## config.mk

```make
export PLATFORM = sky130hd
export DESIGN_NAME = trap_csr_unit
export DESIGN_NICKNAME = d
export VERILOG_FILES = /design/src/rtl/trap_csr_unit.sv
export SDC_FILE = /design/constraint.sdc
export NUM_CORES = 1
export LEC_CHECK = 0
export ABC_AREA = 1
export BUFFER_PORTS_ARGS = -buffer_cell sky130_fd_sc_hd__buf_2
export CORE_MARGIN = 4
export CORE_UTILIZATION = 40
export DETAILED_ROUTE_END_ITERATION = 6
export PLACE_DENSITY_LB_ADDON = 0.12
export SYNTH_ARGS = -nofsm -noshare
export SYNTH_HDL_FRONTEND = slang
export SYNTH_SLANG_ARGS = --single-unit
export TNS_END_PERCENT = 50
```

## constraint.sdc

```tcl
create_clock -name clk -period 4.3 [get_ports clk]
set_input_delay 0.86 -clock clk [delete_from_list [all_inputs] [get_ports clk]]
set_output_delay 0.86 -clock clk [all_outputs]
set_load 0.01 [all_outputs]
```

## src/rtl/trap_csr_unit.sv

```systemverilog
module trap_csr_unit #(
  parameter int XLEN = 32,
  parameter int CAUSE_W = 5,
  parameter logic [XLEN-1:0] PC_MASK = ~XLEN'(1)
) (
  input  logic                    clk,
  input  logic                    rst_n,
  input  logic                    trap_req,
  input  logic [CAUSE_W-1:0]      trap_cause,
  input  logic [XLEN-1:0]         trap_pc,
  input  logic [31:0]             trap_instr,
  input  logic [(1<<CAUSE_W)-1:0] deleg_mask,
  input  logic                    fault_cap_en,
  input  logic [XLEN-1:0]         fault_cap_addr,
  input  logic                    mode_wr_en,
  input  logic                    mode_wr_m,
  input  logic                    csr_wr_en,
  input  logic [11:0]             csr_wr_addr,
  input  logic [XLEN-1:0]         csr_wr_data,
  input  logic [11:0]             csr_rd_addr,
  output logic [XLEN-1:0]         csr_rd_data,
  output logic [1:0]              priv_out
);
  localparam logic [11:0] A_EPC = 12'h041;
  localparam logic [11:0] A_CAUSE = 12'h042;
  localparam logic [11:0] A_TVAL = 12'h043;

  logic            priv_m_q;
  logic [XLEN-1:0] fault_q;
  logic [XLEN-1:0] epc_q [2];
  logic [XLEN-1:0] cause_q [2];
  logic [XLEN-1:0] tval_q [2];

  logic [CAUSE_W-1:0] rec_cause;
  logic               to_machine;
  logic [XLEN-1:0]    tval_val;

  function automatic logic [11:0] lvl_addr(input int lvl, input logic [11:0] base);
    return (lvl == 1) ? (base | 12'h300) : base;
  endfunction

  assign rec_cause = (trap_cause == CAUSE_W'(11)) ?
                     (priv_m_q ? CAUSE_W'(11) : CAUSE_W'(8)) : trap_cause;
  assign to_machine = priv_m_q || !deleg_mask[rec_cause];
  assign priv_out = {2{priv_m_q}};

  always_comb begin
    case (trap_cause)
      CAUSE_W'(0):             tval_val = trap_pc;
      CAUSE_W'(2):             tval_val = (trap_instr[1:0] == 2'b11) ?
                                          XLEN'(trap_instr) : XLEN'(trap_instr[15:0]);
      CAUSE_W'(4), CAUSE_W'(6): tval_val = fault_q;
      default:                 tval_val = '0;
    endcase
  end

  always_ff @(posedge clk) begin
    if (!rst_n) begin
      priv_m_q <= 1'b1;
      fault_q  <= '0;
      for (int l = 0; l < 2; l++) begin
        epc_q[l]   <= '0;
        cause_q[l] <= '0;
        tval_q[l]  <= '0;
      end
    end else begin
      if (trap_req) fault_q <= '0;
      else if (fault_cap_en) fault_q <= fault_cap_addr;

      if (trap_req) priv_m_q <= to_machine;
      else if (mode_wr_en) priv_m_q <= mode_wr_m;

      for (int l = 0; l < 2; l++) begin
        if (trap_req && (to_machine == (l == 1))) begin
          epc_q[l]   <= trap_pc & PC_MASK;
          cause_q[l] <= XLEN'(rec_cause);
          tval_q[l]  <= tval_val;
        end else if (csr_wr_en) begin
          if (csr_wr_addr == lvl_addr(l, A_EPC))   epc_q[l]   <= csr_wr_data;
          if (csr_wr_addr == lvl_addr(l, A_CAUSE)) cause_q[l] <= csr_wr_data;
          if (csr_wr_addr == lvl_addr(l, A_TVAL))  tval_q[l]  <= csr_wr_data;
        end
      end
    end
  end

  always_comb begin
    csr_rd_data = '0;
    for (int l = 0; l < 2; l++) begin
      if (csr_rd_addr == lvl_addr(l, A_EPC))   csr_rd_data = epc_q[l];
      if (csr_rd_addr == lvl_addr(l, A_CAUSE)) csr_rd_data = cause_q[l];
      if (csr_rd_addr == lvl_addr(l, A_TVAL))  csr_rd_data = tval_q[l];
    end
  end
endmodule


```

==> results.toml, run 1 <==
[critical_path]
start_kind = "input port"
crit_type = "input port to primary output"
reg2reg_slack_ns = 1.08
slowest_delay_ns = 0.44
required_ns = 3.44
path_cells = "buf_2 -> or2_2 -> nor4_1 -> nand3b_1 -> buf_4 -> buf_4 -> o21ai_0 -> a221oi_1 -> nand3_1 -> buf_2"
reg2reg_from = "priv_m_q"
slowest_stage = "nor4_1"
crit_fanout = 19
cp.depth = 10
reg2regPathDepth = 17
r2r-end = "epc_q[1][26]"
cp-end-kind = "primary output"
crit_family = "simple AND/OR/NAND/NOR gates"
cp_num_buf_inv = 4
crit_arrival_ns = 3.05

[timing]
setup_viol = 0
fmax_ghz = 0.2559
rsz0062_at_grt = "false"
tns_ns = 0
max-slew-margin-rel = 0.2261
hold_violations = 0
worst_slack_ns = 0.3919
whs_ns = 0.4598
min_period_ns = 3.908
tightestPinTransition_ns = 1.158
finalMaxSlewViolations = 0
fin_crit_sh = 0.9089
finalClockSkew_ns = 0.007979

[layout]
diodes = 0
area_growth_syn_to_layout_pct = 19.37
fin_util = 0.4860
drive_gt1_frac = 0.1940
nets = 1887

[logic_synthesis]
ys_seq_elements = 225
synth_top_family_by_area = "simple AND/OR/NAND/NOR gates"
synth_simple_gate_area_frac = 0.2677
synth_fa_ha_area_frac = 0
syn_nets = 1678
synth_top_flop_cell = "edfxtp_1"
syn-instance-count = 1482
synth_edf_count = 192
ys_warn_count = 0
synth.distinct_cells = 35
synth-compound-area-share = 0.1118
synth_seq_area_share = 0.5311
synthMuxAreaShare = 0
syn_area_per_cell_um2 = 8.164
async_flop_share = 0
synth_xor_area_frac = 0
syn-cell-area_um2 = 12100

[pwr]
peakVddDrop_v = 0.0002628
power.leakage_uw = 0.007042
power_density_nw_per_um2 = 350.4

[cts]
clock_tree.root_cell = "clkbuf_16"
clk_pin_slew_ns = 0.05
ctsHoldBuffers = 0
cts_tree = "done"
cts.sinks = 225
postCtsSetupBuffers = 0
htreeDepth = 1
cts.repair.resized = 0
cts_buffers = 27
cts.path.max_buffers = 3
clock_latency_ns = 0.53

[route]
wl_mm = 42.44
wl_per_cell_um = 20.20
drt_iter0_drc = 1004
ant_nets = 0
dr.pass1.iters = 7
drc = 4
viasPerCell = 5.280
vias = 11090

[place]
io_buffers = 229
gp_congestion = 0.8614
pre_cts_slack_ns = 0.3865
dp_hpwl_mm = 27.53

[outcome]
status = "finished with violations"
violations = "design-rule violations"

[min_path]
min-delay-start = "fault_q[20]"
whs_endpoint = "fault_q[20]"
holdPathStages = 2
min_path_type = "register to register"

[die]
die_h_um = 181.9
dieWidth_um = 181.9
rows = 63
fp.coreArea_um2 = 29720
io_pins = 230
dieArea_um2 = 33090
start_util = 0.4071

[global_routing]
overflow = 0
grt_pass1_vias = 10940
grt_antenna_before_repair = 5
grt_pass1_wl_mm = 63.86
grt_start_max_net_pins = 65
globalRouteTotalUtil = 0.2509

[run]
cap_viol_max_count = 0
==> worst min-delay path: stages, from the launching register on <==
cell	delay, ns
dfxtp_1	0.31
nand2_1	0.06
a21oi_1	0.05
==> stage by stage <==
stage                     power [µW]  instance area (µm²)  std cells
final                           5061                14440       2101
after global routing            5251                14440       2101
after CTS                       5092                14440       2101
after detailed placement        3071                13670       2052
after global placement          3064                13670       2052
after floorplan                 2836                12100       1482
==> sequential cells by signal, summed over array words and instances, names as in the netlist <==
register	cells
priv_m_q	1
cause_q	64
tval_q	64
fault_q	32
epc_q	64
==> layer usage <==
layer,GRT usage,wire [µm],vias up
met5,0,64,-
met2,0.3959,19120,534
met4,0.06635,1187,10
met3,0.05329,3918,87
li1,-,-,5330
met1,0.3531,18150,5133
==> cell usage after synthesis (all sizes together) (4+ instances only) <==
| library cell | n | area share |
|---|---|---|
| nor4 | 8 | 0.0047 |
| edfxtp | 192 | 0.48 |
| nand3 | 125 | 0.057 |
| dfxtp | 33 | 0.055 |
| nand4 | 4 | 0.0026 |
| nand2 | 534 | 0.17 |
| a221oi | 25 | 0.018 |
| o211ai | 8 | 0.0050 |
| inv | 157 | 0.049 |
| o21ai | 82 | 0.034 |
| a31oi | 13 | 0.0067 |
| buf | 55 | 0.030 |
| clkbuf | 35 | 0.011 |
| a21oi | 73 | 0.030 |
| a22oi | 24 | 0.015 |
| nor2 | 106 | 0.034 |
==> placed cells by master (no fill, tap or decap) <==
master / instances
nand2_1: 527
buf_2: 229
edfxtp_1: 192
inv_1: 152
nand3_1: 114
nor2_1: 105
a21oi_1: 73
o21ai_0: 64
dfxtp_1: 33
buf_4: 33
clkbuf_16: 27
a221oi_1: 25
a22oi_1: 24
o21ai_1: 18
a31oi_1: 13
clkbuf_1: 10
nand3_2: 8
o211ai_1: 8
buf_12: 8
nand2_2: 6
nor4_1: 6
clkinv_1: 6
inv_2: 5
clkinv_2: 4
nand3_4: 3
nand4_1: 3
nor4_2: 2
nand3b_1: 2
a32o_1: 2
nor2_4: 1
nand2_4: 1
nand4_2: 1
or2_2: 1
nor3_2: 1
a21boi_0: 1
o2111ai_1: 1
inv_6: 1
clkinvlp_4: 1
==> layout make-up <==
cell class / count / area, µm²
Clock buffer: 37 / 713.2
Clock inverter: 12 / 58.81
Fill cell: 2965 / 15270
Inverter: 157 / 589.3
Multi-Input combinational cell: 1010 / 4613
Sequential cell: 225 / 6426
Tap cell: 390 / 488.0
Timing Repair Buffer: 270 / 1554
==> worst max path at each step <==
stage	slack [ns]	end	from
6_report	0.39	csr_rd_data[11]	csr_rd_addr[3]
5_1_grt	0.24	csr_rd_data[31]	csr_rd_addr[3]
4_1_cts	0.39	csr_rd_data[11]	csr_rd_addr[3]
3_5_place_dp	0.39	csr_rd_data[11]	csr_rd_addr[3]
3_3_place_gp	0.46	csr_rd_data[6]	csr_rd_addr[3]
2_1_floorplan	0.50	cause_q[0][0]	trap_cause[0]
==> cells by family (layout without fill, tap and decap cells) <==
group / count (synthesis) / count (layout)
flops: 225 / 225
buf+inv: 247 / 476
compound gates: 229 / 229
simple gates: 781 / 781
==> power by group <==
group	internal (µW)	total (µW)	leakage, µW	switching [µW]
clock network	1150	2040	0.000374	883
logic	147	459	0.00434	313
registers	2530	2570	0.00232	40.8
total	3820	5060	0.00704	1240
No activity file was read; power rests on OpenSTA's default activity.
==> inputs of run 2 (changes only) <==
--- a/config.mk
+++ b/config.mk
@@ -7,9 +7,12 @@
 export LEC_CHECK = 0
 export ABC_AREA = 1
 export BUFFER_PORTS_ARGS = -buffer_cell sky130_fd_sc_hd__buf_2
+export CAP_MARGIN = 0
+export CORE_ASPECT_RATIO = 2
 export CORE_MARGIN = 4
 export CORE_UTILIZATION = 40
 export DETAILED_ROUTE_END_ITERATION = 6
+export GPL_TIMING_DRIVEN = 0
 export PLACE_DENSITY_LB_ADDON = 0.12
 export SYNTH_ARGS = -nofsm -noshare
 export SYNTH_HDL_FRONTEND = slang
==> run 2 against run 1 <==
Effect of this change: the flow now finishes without violations; count of clock-buffer cells in the layout is 16 lower; clock skew is 0.025 ns higher; via count is 5.8% higher.
==> results.toml, run 2 (synthesis gave the netlist of run 1 again) <==
[route]
vias = 11740
drc = 0
dr.pass1.iters = 5
viasPerCell = 5.535
drt_iter0_drc = 956
wl_per_cell_um = 22.89
ant_nets = 0
wl_mm = 48.55

[die]
rows = 89
start_util = 0.4069
io_pins = 230
die_h_um = 254.0
fp.coreArea_um2 = 29730
dieWidth_um = 131.0
dieArea_um2 = 33260

[critical_path]
start_kind = "input port"
required_ns = 3.44
crit_type = "input port to primary output"
crit_arrival_ns = 3.30
reg2reg_slack_ns = 0.57
cp-end-kind = "primary output"
crit_fanout = 10
reg2regPathDepth = 17
reg2reg_from = "priv_m_q"
r2r-end = "tval_q[1][1]"

[timing]
fin_crit_sh = 0.9663
fmax_ghz = 0.2407
setup_viol = 0
max-slew-margin-rel = 0.2400
finalMaxSlewViolations = 0
whs_ns = 0.4606
hold_violations = 0
min_period_ns = 4.155
finalClockSkew_ns = 0.03263
tightestPinTransition_ns = 1.140
rsz0062_at_grt = "true"

[layout]
layout.cells.most_common = "nand2_1"
final_cell_mix = "524 x nand2_1, 258 x buf_2, 192 x edfxtp_1"
register_area_um2 = 6426
fin_util = 0.4919
top_regs = "cause_q x64, epc_q x64, tval_q x64"
drive_gt1_frac = 0.2104
final_area_um2 = 14620
n_fill_cell = 2952
nets = 1935
area_growth_syn_to_layout_pct = 20.87
stdcell_count = 2121
multiInputGateArea_um2 = 4641

[pwr]
peakVddDrop_v = 0.0002297
power_uw = 5080
power_density_nw_per_um2 = 347.4
power.leakage_uw = 0.007162

[cts]
clock_latency_ns = 0.54
htreeDepth = 1
cts.sinks = 225
clock_tree.root_cell = "clkbuf_16"
cts_tree = "done"
clk_pin_slew_ns = 0.07
cts.path.max_buffers = 3
cts_buffers = 21

[min_path]
min-delay-start = "fault_q[6]"
whs_endpoint = "fault_q[6]"
holdPathStages = 2
min_path_type = "register to register"

[global_routing]
grt_start_max_net_pins = 28
grt_pass1_vias = 11450
grt_antenna_before_repair = 3
grt_pass1_wl_mm = 69.28
globalRouteTotalUtil = 0.2884
overflow = 0

[place]
place_inst = 2078
gp_congestion = 0.9104
dp_hpwl_mm = 35.67
io_buffers = 225
place_area_um2 = 13830

[run]
cap_viol_max_count = 0

[outcome]
status = "complete, no violations"
## run 2: changes by cell type in the layout (fill, tap and decap cells not counted), moves of 6 or more
cell       change
buf_2         +29
buf_4         -18
buf_6          +9
clkbuf_1      +12
clkbuf_16      -6
clkbuf_2      +11
## run 2: area by class of cell
cell class | instances | area share
Antenna cell | 3 | 0.0005133
Buffer | 90 | 0.03482
Clock buffer | 21 | 0.03593
Clock inverter | 17 | 0.01377
Inverter | 157 | 0.04030
Multi-Input combinational cell | 1010 | 0.3173
Sequential cell | 225 | 0.4394
Tap cell | 364 | 0.03114
Timing Repair Buffer | 234 | 0.08676
## run 2: how the worst max path moves through the flow
stage                    startpoint              to  depth (start not counted)
floorplan             trap_cause[0]   cause_q[0][0]                         17
global placement      trap_cause[3]   tval_q[1][23]                         18
detailed placement  csr_rd_addr[11]  csr_rd_data[2]                         14
CTS                  csr_rd_addr[3]  csr_rd_data[4]                          9
global route         csr_rd_addr[3]  csr_rd_data[2]                         13
finish               csr_rd_addr[3]  csr_rd_data[1]                          9
## run 2: report_power, final
| group | leakage, µW | switching, µW | internal [µW] |
|---|---|---|---|
| Sequential | 0.00232 | 41.7 | 2520 |
| Combinational | 0.00449 | 341 | 162 |
| Clock | 0.000348 | 869 | 1140 |
| Total | 0.00716 | 1250 | 3830 |
## run 2: worst max-delay path: stages
cell and delay, ns:
buf_2 0.09, or2_2 0.34, nor4_4 0.40, nand2_1 0.34, inv_1 0.19, buf_2 0.41
nand2_1 0.12, a31oi_1 0.35, buf_2 0.20
## run 2: through the flow
stage	setup WS [ns]	TNS, ns
4_1_cts	0.001549	0
3_5_place_dp	-0.6460	-14.79
3_3_place_gp	-1.430	-236.14
6_report	0.1449	0
5_1_grt	-0.05868	-0.07029
2_1_floorplan	0.5007	0
## run 2: metal layers
| layer | global-route usage | up-vias | part of all wire |
|---|---|---|---|
| met5 | 0 | - | 0 |
| met4 | 0.1459 | 0 | 0.060 |
| met3 | 0.05048 | 176 | 0.097 |
| met2 | 0.5214 | 702 | 0.52 |
| met1 | 0.3155 | 5423 | 0.32 |
| li1 | - | 5438 | - |
## run 2: repair_timing
action,in CTS,in global routing
hold buffers,0,0
gates resized for setup,11,13
pin swaps,1,1
setup endpoints to repair,30,26
buffers inserted,0,2
